--- config.mk ---
export PLATFORM = sky130hd
export DESIGN_NAME = cell_tx_slave
export DESIGN_NICKNAME = d
export VERILOG_FILES = /design/src/rtl/cbtx_pkg.sv /design/src/rtl/cbtx_store.sv /design/src/rtl/cbtx_select.sv /design/src/rtl/cbtx_flow.sv /design/src/rtl/cell_tx_slave.sv
export SDC_FILE = /design/constraint.sdc
export NUM_CORES = 2
export LEC_CHECK = 0
export BUFFER_PORTS_ARGS = -buffer_cell sky130_fd_sc_hd__buf_2
export CAP_MARGIN = 0
export CORE_MARGIN = 2
export CORE_UTILIZATION = 60
export DETAILED_ROUTE_END_ITERATION = 16
export PLACE_DENSITY = 0.76
export REMOVE_ABC_BUFFERS = 1
export SYNTH_ARGS = -nofsm -noshare
export SYNTH_HDL_FRONTEND = slang
export SYNTH_HIERARCHICAL = 1
export SYNTH_SLANG_ARGS = --single-unit
--- constraint.sdc ---
create_clock -name clk -period 9.8 [get_ports clk]
set_input_delay 0.98 -clock clk [delete_from_list [all_inputs] [get_ports clk]]
set_output_delay 0.98 -clock clk [all_outputs]
set_load 0.005 [all_outputs]
--- src/rtl/cbtx_pkg.sv ---
package cbtx_pkg;

    typedef enum logic [1:0] {
        MODE_OCTET = 2'b00,
        MODE_CELL  = 2'b01,
        MODE_MPHY  = 2'b10,
        MODE_CELL2 = 2'b11
    } bus_mode_e;

    typedef enum logic {
        ASM_IDLE = 1'b0,
        ASM_FILL = 1'b1
    } asm_state_e;

    typedef enum logic {
        SEL_OFF = 1'b0,
        SEL_ON  = 1'b1
    } sel_state_e;

endpackage

--- src/rtl/cbtx_store.sv ---
module cbtx_store
    import cbtx_pkg::*;
#(
    parameter int DATA_W     = 8,
    parameter int CELL_BYTES = 53,
    parameter int CELLS      = 4,
    localparam int DEPTH     = CELL_BYTES * CELLS,
    localparam int PTR_W     = $clog2(DEPTH),
    localparam int CNT_W     = $clog2(DEPTH + 1),
    localparam int PART_W    = $clog2(CELL_BYTES + 1)
) (
    input  logic              clk,
    input  logic              rst_n,
    input  logic              wr_req,
    input  logic              soc,
    input  logic [DATA_W-1:0] din,
    input  logic              rd_req,
    output logic [DATA_W-1:0] rd_data,
    output logic [CNT_W-1:0]  held_cnt,
    output logic              cell_ready,
    output logic              overflow,
    output logic              runt_err
);

    logic [DATA_W-1:0] mem [DEPTH];

    asm_state_e       state_q, state_d;
    logic [PTR_W-1:0] wr_ptr_q, wr_ptr_d;
    logic [PTR_W-1:0] cm_ptr_q, cm_ptr_d;
    logic [PTR_W-1:0] rd_ptr_q, rd_ptr_d;
    logic [CNT_W-1:0] held_q, held_d;
    logic [CNT_W-1:0] cm_cnt_q, cm_cnt_d;
    logic [PART_W-1:0] part_q, part_d;
    logic             ovf_q, runt_q;

    logic             full;
    logic             wr_fire;
    logic             rd_fire;
    logic             restart;
    logic             commit;
    logic [PTR_W-1:0] slot;

    function automatic logic [PTR_W-1:0] step_ptr(input logic [PTR_W-1:0] p);
        return (p == PTR_W'(DEPTH - 1)) ? '0 : p + 1'b1;
    endfunction

    // Strobe decode and write slot selection
    always_comb begin
        full    = (held_q == CNT_W'(DEPTH));
        wr_fire = wr_req && !full;
        rd_fire = rd_req && (cm_cnt_q != '0);
        restart = wr_fire && soc && (state_q == ASM_FILL);
        slot    = restart ? cm_ptr_q : wr_ptr_q;
        commit  = wr_fire && !restart && (part_q == PART_W'(CELL_BYTES - 1));
    end

    // Next-state and counter logic
    always_comb begin
        state_d  = state_q;
        part_d   = part_q;
        wr_ptr_d = wr_ptr_q;
        cm_ptr_d = cm_ptr_q;
        rd_ptr_d = rd_fire ? step_ptr(rd_ptr_q) : rd_ptr_q;
        held_d   = held_q - CNT_W'(rd_fire);
        cm_cnt_d = cm_cnt_q - CNT_W'(rd_fire);
        if (wr_fire) begin
            wr_ptr_d = step_ptr(slot);
            held_d   = held_d + 1'b1;
            unique case (state_q)
                ASM_IDLE: begin
                    state_d = ASM_FILL;
                    part_d  = PART_W'(1);
                end
                ASM_FILL: begin
                    if (restart) begin
                        held_d = held_d - CNT_W'(part_q);
                        part_d = PART_W'(1);
                    end else if (commit) begin
                        state_d  = ASM_IDLE;
                        part_d   = '0;
                        cm_ptr_d = step_ptr(slot);
                        cm_cnt_d = cm_cnt_d + CNT_W'(CELL_BYTES);
                    end else begin
                        part_d = part_q + 1'b1;
                    end
                end
            endcase
        end
    end

    // State register
    always_ff @(posedge clk or negedge rst_n) begin
        if (!rst_n) begin
            state_q  <= ASM_IDLE;
            part_q   <= '0;
            wr_ptr_q <= '0;
            cm_ptr_q <= '0;
            rd_ptr_q <= '0;
            held_q   <= '0;
            cm_cnt_q <= '0;
            ovf_q    <= 1'b0;
            runt_q   <= 1'b0;
        end else begin
            state_q  <= state_d;
            part_q   <= part_d;
            wr_ptr_q <= wr_ptr_d;
            cm_ptr_q <= cm_ptr_d;
            rd_ptr_q <= rd_ptr_d;
            held_q   <= held_d;
            cm_cnt_q <= cm_cnt_d;
            ovf_q    <= ovf_q | (wr_req && full);
            runt_q   <= runt_q | restart;
        end
    end

    // Byte storage, no reset
    always_ff @(posedge clk) begin
        if (wr_fire) begin
            mem[slot] <= din;
        end
    end

    // Outputs
    always_comb begin
        rd_data    = mem[rd_ptr_q];
        held_cnt   = held_q;
        cell_ready = (cm_cnt_q >= CNT_W'(CELL_BYTES));
        overflow   = ovf_q;
        runt_err   = runt_q;
    end

    AST_NO_OVERFLOW: assert property (@(posedge clk) disable iff (!rst_n) held_q <= CNT_W'(DEPTH));
    AST_FULL_HOLDS: assert property (@(posedge clk) disable iff (!rst_n) (full && wr_req && !rd_req) |=> $stable(held_q));
    AST_OVF_STICKY: assert property (@(posedge clk) disable iff (!rst_n) ovf_q |=> ovf_q);
    AST_RUNT_STICKY: assert property (@(posedge clk) disable iff (!rst_n) runt_q |=> runt_q);
    AST_COMMIT_INSIDE: assert property (@(posedge clk) disable iff (!rst_n) cm_cnt_q <= held_q);
    AST_IDLE_NO_PART: assert property (@(posedge clk) disable iff (!rst_n) (state_q == ASM_IDLE) |-> (part_q == '0));

endmodule

--- src/rtl/cbtx_select.sv ---
module cbtx_select
    import cbtx_pkg::*;
#(
    parameter int ADDR_W = 5
) (
    input  logic              clk,
    input  logic              rst_n,
    input  logic              is_mphy,
    input  logic              wr_req,
    input  logic [ADDR_W-1:0] addr,
    input  logic [ADDR_W-1:0] own_addr,
    output logic              selected
);

    sel_state_e state_q, state_d;
    logic       hit;

    always_comb begin
        hit = is_mphy && wr_req && (addr == own_addr);
        unique case (state_q)
            SEL_OFF: state_d = hit ? SEL_ON : SEL_OFF;
            SEL_ON:  state_d = hit ? SEL_ON : SEL_OFF;
        endcase
    end

    always_ff @(posedge clk or negedge rst_n) begin
        if (!rst_n) begin
            state_q <= SEL_OFF;
        end else begin
            state_q <= state_d;
        end
    end

    always_comb begin
        selected = (state_q == SEL_ON);
    end

    AST_SEL_NEEDS_MPHY: assert property (@(posedge clk) disable iff (!rst_n) !is_mphy |=> !selected);

endmodule

--- src/rtl/cbtx_flow.sv ---
module cbtx_flow
    import cbtx_pkg::*;
#(
    parameter int CELL_BYTES = 53,
    parameter int CELLS      = 4,
    parameter int OCTET_ROOM = 4,
    localparam int DEPTH     = CELL_BYTES * CELLS,
    localparam int CNT_W     = $clog2(DEPTH + 1)
) (
    input  bus_mode_e        mode,
    input  logic [CNT_W-1:0] held_cnt,
    input  logic             selected,
    output logic             clav,
    output logic             clav_oe
);

    logic [CNT_W-1:0] room;
    logic             room_ok;

    always_comb begin
        room = CNT_W'(DEPTH) - held_cnt;
        unique case (mode)
            MODE_OCTET: begin
                room_ok = (room >= CNT_W'(OCTET_ROOM));
                clav_oe = 1'b1;
            end
            MODE_CELL, MODE_CELL2: begin
                room_ok = (room >= CNT_W'(CELL_BYTES));
                clav_oe = 1'b1;
            end
            MODE_MPHY: begin
                room_ok = (room >= CNT_W'(CELL_BYTES));
                clav_oe = selected;
            end
        endcase
        clav = clav_oe && room_ok;
    end

endmodule

--- src/rtl/cell_tx_slave.sv ---
module cell_tx_slave
    import cbtx_pkg::*;
#(
    parameter int DATA_W     = 8,
    parameter int ADDR_W     = 5,
    parameter int CELL_BYTES = 53,
    parameter int CELLS      = 4,
    parameter int OCTET_ROOM = 4,
    localparam int DEPTH     = CELL_BYTES * CELLS,
    localparam int CNT_W     = $clog2(DEPTH + 1)
) (
    input  logic              clk,
    input  logic              rst_n,
    input  logic [DATA_W-1:0] din,
    input  logic              wr_n,
    input  logic              soc,
    input  logic [ADDR_W-1:0] addr,
    input  logic [ADDR_W-1:0] own_addr,
    input  logic [1:0]        mode,
    output logic              clav,
    output logic              clav_oe,
    input  logic              rd_en,
    output logic [DATA_W-1:0] rd_data,
    output logic              cell_ready,
    output logic              overflow,
    output logic              runt_err
);

    bus_mode_e        mode_e;
    logic             wr_req;
    logic             selected;
    logic [CNT_W-1:0] held_cnt;

    assign mode_e = bus_mode_e'(mode);
    assign wr_req = !wr_n;

    cbtx_store #(
        .DATA_W     (DATA_W),
        .CELL_BYTES (CELL_BYTES),
        .CELLS      (CELLS)
    ) u_store (
        .clk        (clk),
        .rst_n      (rst_n),
        .wr_req     (wr_req),
        .soc        (soc),
        .din        (din),
        .rd_req     (rd_en),
        .rd_data    (rd_data),
        .held_cnt   (held_cnt),
        .cell_ready (cell_ready),
        .overflow   (overflow),
        .runt_err   (runt_err)
    );

    cbtx_select #(
        .ADDR_W (ADDR_W)
    ) u_select (
        .clk      (clk),
        .rst_n    (rst_n),
        .is_mphy  (mode_e == MODE_MPHY),
        .wr_req   (wr_req),
        .addr     (addr),
        .own_addr (own_addr),
        .selected (selected)
    );

    cbtx_flow #(
        .CELL_BYTES (CELL_BYTES),
        .CELLS      (CELLS),
        .OCTET_ROOM (OCTET_ROOM)
    ) u_flow (
        .mode     (mode_e),
        .held_cnt (held_cnt),
        .selected (selected),
        .clav     (clav),
        .clav_oe  (clav_oe)
    );

    AST_MATCH_ENABLES: assert property (@(posedge clk) disable iff (!rst_n) (mode == 2'b10 && !wr_n && addr == own_addr) |=> clav_oe);
    AST_MISS_RELEASES: assert property (@(posedge clk) disable iff (!rst_n) (mode == 2'b10 && !(!wr_n && addr == own_addr)) |=> (mode != 2'b10 || !clav_oe));
    AST_QUIET_WHEN_OFF: assert property (@(posedge clk) disable iff (!rst_n) !clav_oe |-> !clav);
    AST_SINGLE_DRIVES: assert property (@(posedge clk) disable iff (!rst_n) (mode != 2'b10) |-> clav_oe);
    AST_OCTET_LIMIT: assert property (@(posedge clk) disable iff (!rst_n) (mode == 2'b00 && held_cnt > CNT_W'(DEPTH - OCTET_ROOM)) |-> !clav);
    AST_READY_WHOLE: assert property (@(posedge clk) disable iff (!rst_n) cell_ready |-> held_cnt >= CNT_W'(CELL_BYTES));

endmodule

======== Yosys cells after proc, flatten, opt, wreduce, memory -nomap -nowiden ========
Memories as Yosys holds them, arrays and structs flattened.
Index checks and enable logic that the tools add are counted.
cells by class
  magnitude comparators ................... 3
  $mul .................................... 0
  shift-type cells ........................ 0
  div/mod/pow operators ................... 0
  reductions and logical operators ........ 18
  bitwise logic cells ..................... 4
  mux-type cells .......................... 21
  eq/ne operators ......................... 8
  add/sub/neg operators ................... 9
operators with widths
  operator               number
  $mux W8                10
  $add A8 B1 Y8 const B  3
  $eq A8 B8 Y1 const B   3
  $ge A8 B6 Y1 const B   2
  $sub A8 B1 Y8          2
  $mux W6                2
  $pmux W6 S2            1
  $logic_and A1 B1 Y1    10
  $add A8 B6 Y8 const B  1
  $ge A8 B3 Y1 const B   1
  $reduce_bool A8 Y1     1
  $sub A8 B6 Y8          1
  $sub A8 B8 Y8 const A  1
  $add A6 B1 Y6 const B  1
  $eq A6 B6 Y1 const B   1
  $pmux W1 S2            3
  $reduce_or A3 Y1       2
  $eq A5 B5 Y1           1
  $mux W1                5
  $eq A2 B2 Y1 const B   2
  $reduce_and A4 Y1      1
  $logic_not A1 Y1       3
  $eq A2 B1 Y1 const B   1
  $logic_not A2 Y1       1
  other kinds (2)        4
word-level totals
  memory bits (read-only) ................. 0
  memories ................................ 1
  bits in registers ....................... 50
  logic and storage cells ................. 74
  input bits .............................. 25
  output and inout bits ................... 13
  bits in writable memories ............... 1696
  bits in latches ......................... 0
memory list
  name         words  width  rd ports  clocked after memory_dff  write ports  RTL line          RTL
  u_store.mem  212    8      1         0                         1            cbtx_store.sv:25  logic [DATA_W-1:0] mem [DEPTH];

======== Depth between registers and ports, before layout ========
  depth after elaboration ................. 12
  depth in mapped cells ................... 16
  gate-level depth less buffers ........... 16

======== Cells and area by module ========
The synthesis kept the hierarchy.
modules (own cells, without submodules)
  module         instances  seq. area each (um2)  area an instance (um2)  cells each
  cbtx_store     1          52155.0               69218.9                 3372
  cbtx_select    1          25.0                  83.8                    9
  cbtx_flow      1          0.0                   57.6                    9
  cell_tx_slave  1          0.0                   17.5                    2

======== Least setup slack after synthesis ========
No wires, ideal clock.
  path kind ............................... input to register
  start ................................... input rd_en
  end ..................................... register u_store.held_q[7], in the netlist u_store/held_cnt[7]
  setup time .............................. 130 ps
  stages on the path ...................... 13
  path slack .............................. 5769 ps
  required time ........................... 9670 ps
  path buffers ............................ 0
  data arrival time ....................... 3902 ps
  path through ............................ a21boi_1 ha_1 ha_1 xnor2_1 or3_1 nor3_1 xnor2_1 ha_1 o21a_1 o31a_1 o211a_1 o31ai_1 xnor2_1
between the ends
  cells in the longest elaborated chain, start to end .. 7
RTL lines
  what                         RTL line             RTL
  start: declaration           cell_tx_slave.sv:22  input logic rd_en,
  $logic_and A1 B1 Y1 (*)      cbtx_store.sv:51     rd_fire = rd_req && (cm_cnt_q != '0);
  $sub A8 B1 Y8 (*)            cbtx_store.sv:64     held_d = held_q - CNT_W'(rd_fire);
  $add A8 B1 Y8                cbtx_store.sv:68     held_d = held_d + 1'b1;
  $sub A8 B6 Y8                cbtx_store.sv:76     held_d = held_d - CNT_W'(part_q);
  $mux W8                      cbtx_store.sv:75     if (restart) begin
  $mux W8                      cbtx_store.sv:69     unique case (state_q)
  $mux W8 (*)                  cbtx_store.sv:66     if (wr_fire) begin
  named net u_store.held_d[7]  cbtx_store.sv:31     logic [CNT_W-1:0] held_q, held_d;
  end signal: assignment       cbtx_store.sv:109    held_q <= held_d;
  end: declaration             cbtx_store.sv:31
The timed path passes the listed nets; every way through them passes the cells marked *.
A chain may end at the register's enable or synchronous reset.

======== Final worst setup path ========
  start ................................... register u_store.rd_ptr_q[0]
  end ..................................... output rd_data[6]
between the ends
  cells in the longest elaborated chain, start to end .. 1
RTL lines
  what                      RTL line             RTL
  start: declaration        cbtx_store.sv:30     logic [PTR_W-1:0] rd_ptr_q, rd_ptr_d;
  start signal: assignment  cbtx_store.sv:108    rd_ptr_q <= rd_ptr_d;
  $mem_v2 Z212 W8           n/a
  end: declaration          cell_tx_slave.sv:23  output logic [DATA_W-1:0] rd_data,
No other way between the ends.

==> run summary <==
================================================================================
Number of different library cells in the post-synthesis netlist               69
Antenna violations before repair                                               6
Row cnt                                                                      124
Endpoint type of the worst setup path                                 output pin
Reg-to-reg slack, setup                                                  4510 ps
Pwr/cell area                                                         272 nW/um2
HPWL after DPL                                                          98300 um
Reg-to-reg startpoint                                               u_store/held_cnt[1]$_DFF_PN0_
Endpoint of the most critical register-to-register path             u_store/mem[132][5]$_DFFE_PP_
Die Span X                                                                344 um
Height of the die                                                         344 um
Number of setup buffers added after CTS                                        0
Port Buf Inserts                                                              37
Fraction of power consumed by sequential logic                             0.413
Maximum clock rate                                                       149 MHz
Post-synthesis async set-or-reset flop share                              0.0286
Worst hold slack after final layout                                       332 ps
Share of the synthesized netlist area taken by xor and xnor gates        0.00518
Detailed Routing Iterations Pass 1                                             7
Fraction of final layout cells with drive strength greater than 1          0.227
Wire per inst                                                            33.4 um
Share of the clock period used by the worst path                           0.684
Net Sw Frac                                                                0.308
Total GRT Usage                                                            0.293
Slew Viols, Final                                                              0
Most used cells in the layout excluding fill and tap cells          sky130_fd_sc_hd__edfxtp_1 (1696), sky130_fd_sc_hd__mux4_2 (446), sky130_fd_sc_hd__nor2_1 (271)
Synth Area in Simple Gates                                                0.0342
Power, Total                                                             20.8 mW
Worst skew pair latency                                                   780 ps
Max_slew headroom                                                          0.116
Number of flops mapped to enable cells by yosys                             1696
Maximum vdd drop                                                      0.000240 V
Commonest non-fill, non-tap cell in the layout                      sky130_fd_sc_hd__edfxtp_1
Worst-path clk slew                                                        60 ps
Total net switching power                                                6.39 mW
Post-synthesis register bit count                                           1746
Cell count after synthesis                                                  3392
Crit path launch type                                                   register
First-pass GRT wire length                                             248000 um
Clock root cell                                                     sky130_fd_sc_hd__clkbuf_16
Hold crit path type                                                 primary input to async pin
Count of hold buffers inserted by post-cts repair                              0
Multiplexer area fraction after synthesis                                  0.160
Clock tree buffer depth                                                        3
Total leakage power                                                      23.8 nW
Final period demand of the worst path                                    6700 ps
Last weighted congestion value of the routability-driven placer            0.875
Crit path setup slack, layout                                            3100 ps
Worst Skew                                                               31.9 ps
Grt total ovfl                                                                 0
Max-capacitance violation count                                                0
Number of nets in the finished design                                       3490
Synth Cell Area                                                        69400 um2
Seq/Total Area, Yosys                                                      0.752
DRC violation total after the first TritonRoute iteration                   5459
Count of synthesis-stage warnings from yosys                                   6
Worst setup path class                                              register to output pin
Area enclosed by the die boundary                                     118000 um2
Remaining DRCs                                                                 0
Share of total power in the clock network                                  0.305
Number of setup violations in the final report                                 0
Synthesized-area fraction occupied by ao, oa, aoi and oai cells           0.0278
Per-instance average area after synthesis                               20.5 um2
Post-place setup slack                                                   4050 ps
Top_reg_cell synth                                                  sky130_fd_sc_hd__edfxtp_1
Critical path data arrival time                                          5720 ps
Area delta synth->final                                                    9.94%
Fraction of the mapped netlist area in adder cells                       0.00372
Number of H-tree levels                                                        4
Int Pwr                                                                  14.4 mW
TritonCTS clock tree                                                         yes
Number of top-level pins                                                      38
Endpoints failing hold                                                         0
Largest family of logic cells by synthesized area                   multiplexers
Post-DRT Antenna Nets                                                          0
Effective utilization at floorplan                                         0.606
Number of gates resized after CTS                                              0
Crit path max fanout                                                         115
Run status                                                          finished clean
Core box area                                                         115000 um2
Final wirelength                                                       170000 um
Via density                                                                 7.03
Unrepaired setup endpoints after global routing                            false
FILL cells                                                                  7045
Maximum number of pins on one net before global-route repair                 130
Proportion of power drawn by combinational gates                           0.281
Number of global-route vias before repair                                  35400
Worst slew pin tran                                                      1310 ps
Cell depth of the worst flop-to-flop path                                      7
Clock buffers created by TritonCTS                                           166
Origin of the worst setup path                                      u_store/rd_ptr_q[0]$_DFFE_PN0P_
TritonCTS Sinks                                                             1746
Overall via count from detail_route                                        35800
Data required time of the worst path                                     8820 ps
================================================================================
## metal layers
metal / track usage / share of wire / up-vias
met1: 0.408 / 0.36 / 18700
met5: 0 / 0.00056 / -
li1: - / - / 14100
met3: 0.0731 / 0.12 / 439
met4: 0.127 / 0.047 / 12
met2: 0.450 / 0.47 / 2617
## stage by stage
step	util	TNS, ps	cell area [um2]	instances
after floorplan	-	-119870	68300	3196
after global placement	0.619	0	70900	4789
after detailed placement	0.619	0	70900	4789
after CTS	0.666	0	76300	5092
after global routing	0.666	0	76300	5092
final	0.666	0	76300	5095
## cells by family after synthesis
kind of cell               Yosys count
DFF                               1746
xor gates and xnor gates            41
AOI/OAI and AO/OA                  281
muxes                              550
and+or+nand+nor                    535
buffers and inverters              219
adders and majority gates           20
## worst max-delay path by stage
stage | end | slack (ps) | cells after the start
global route | rd_data[6] | 2780 | 9
floorplan | rd_data[0] | -9200 | 6
finish | rd_data[6] | 3100 | 9
CTS | rd_data[3] | 3170 | 10
detailed placement | rd_data[6] | 4050 | 9
global placement | rd_data[6] | 4160 | 9
## area by class of cell
class                           count  area [um2]  share of cell area
Sequential cell                  1746       52200               0.684
Antenna cell                        3        7.51           0.0000984
Tap cell                         1512        1890              0.0248
Clock inverter                    102        1050              0.0137
Timing Repair Buffer               81         603             0.00791
Clock buffer                      201        4330              0.0567
Inverter                           23        86.3             0.00113
Multi-Input combinational cell   1427       16100               0.211
## sequential cells by signal, indices dropped and copies added, names as in the netlist, 6 cells and up
name / count
u_store/cm_ptr_q: 8
u_store/held_cnt: 8
u_store/wr_ptr_q: 8
u_store/part_q: 6
u_store/rd_ptr_q: 8
u_store/cm_cnt_q: 8
u_store/mem: 1696
## power groups by stage
stage	logic [mW]	registers, mW	clock network, mW
floorplan	4.79	9.15	0
global placement	5.61	8.72	0
detailed placement	5.69	8.74	0
CTS	5.77	8.58	6.40
global route	6.05	8.61	6.67
finish	5.84	8.59	6.35
## cell usage after synthesis, drive strengths merged (10+ instances only)
library cell,instances,area [um2]
xor2,12,105
o31ai,10,90.1
edfxtp,1696,50900
xnor2,29,254
o21ai,42,225
o22ai,22,138
nor3,15,75.1
o211ai,10,80.1
clkbuf,57,214
nand2,103,387
a221oi,13,114
a21oi,66,330
a22oi,41,308
dfrtp,50,1250
nand2b,14,87.6
nor2b,19,126
ha,19,238
inv,23,86.3
nand3,56,280
a211oi,15,113
mux2i,97,971
buf,139,885
mux4,446,10000
a22o,12,105
nor2,273,1020
## worst max-delay path, cell delays in order, from the launching register on
cell and delay [ps]:
sky130_fd_sc_hd__dfrtp_4 800, sky130_fd_sc_hd__buf_12 640, sky130_fd_sc_hd__buf_4 710, sky130_fd_sc_hd__mux4_2 600, sky130_fd_sc_hd__mux2i_1 160, sky130_fd_sc_hd__o22ai_1 120, sky130_fd_sc_hd__nor4_1 900, sky130_fd_sc_hd__a21oi_1 130
sky130_fd_sc_hd__mux2_2 400, sky130_fd_sc_hd__buf_2 160
(Power assumes the default switching activity.)
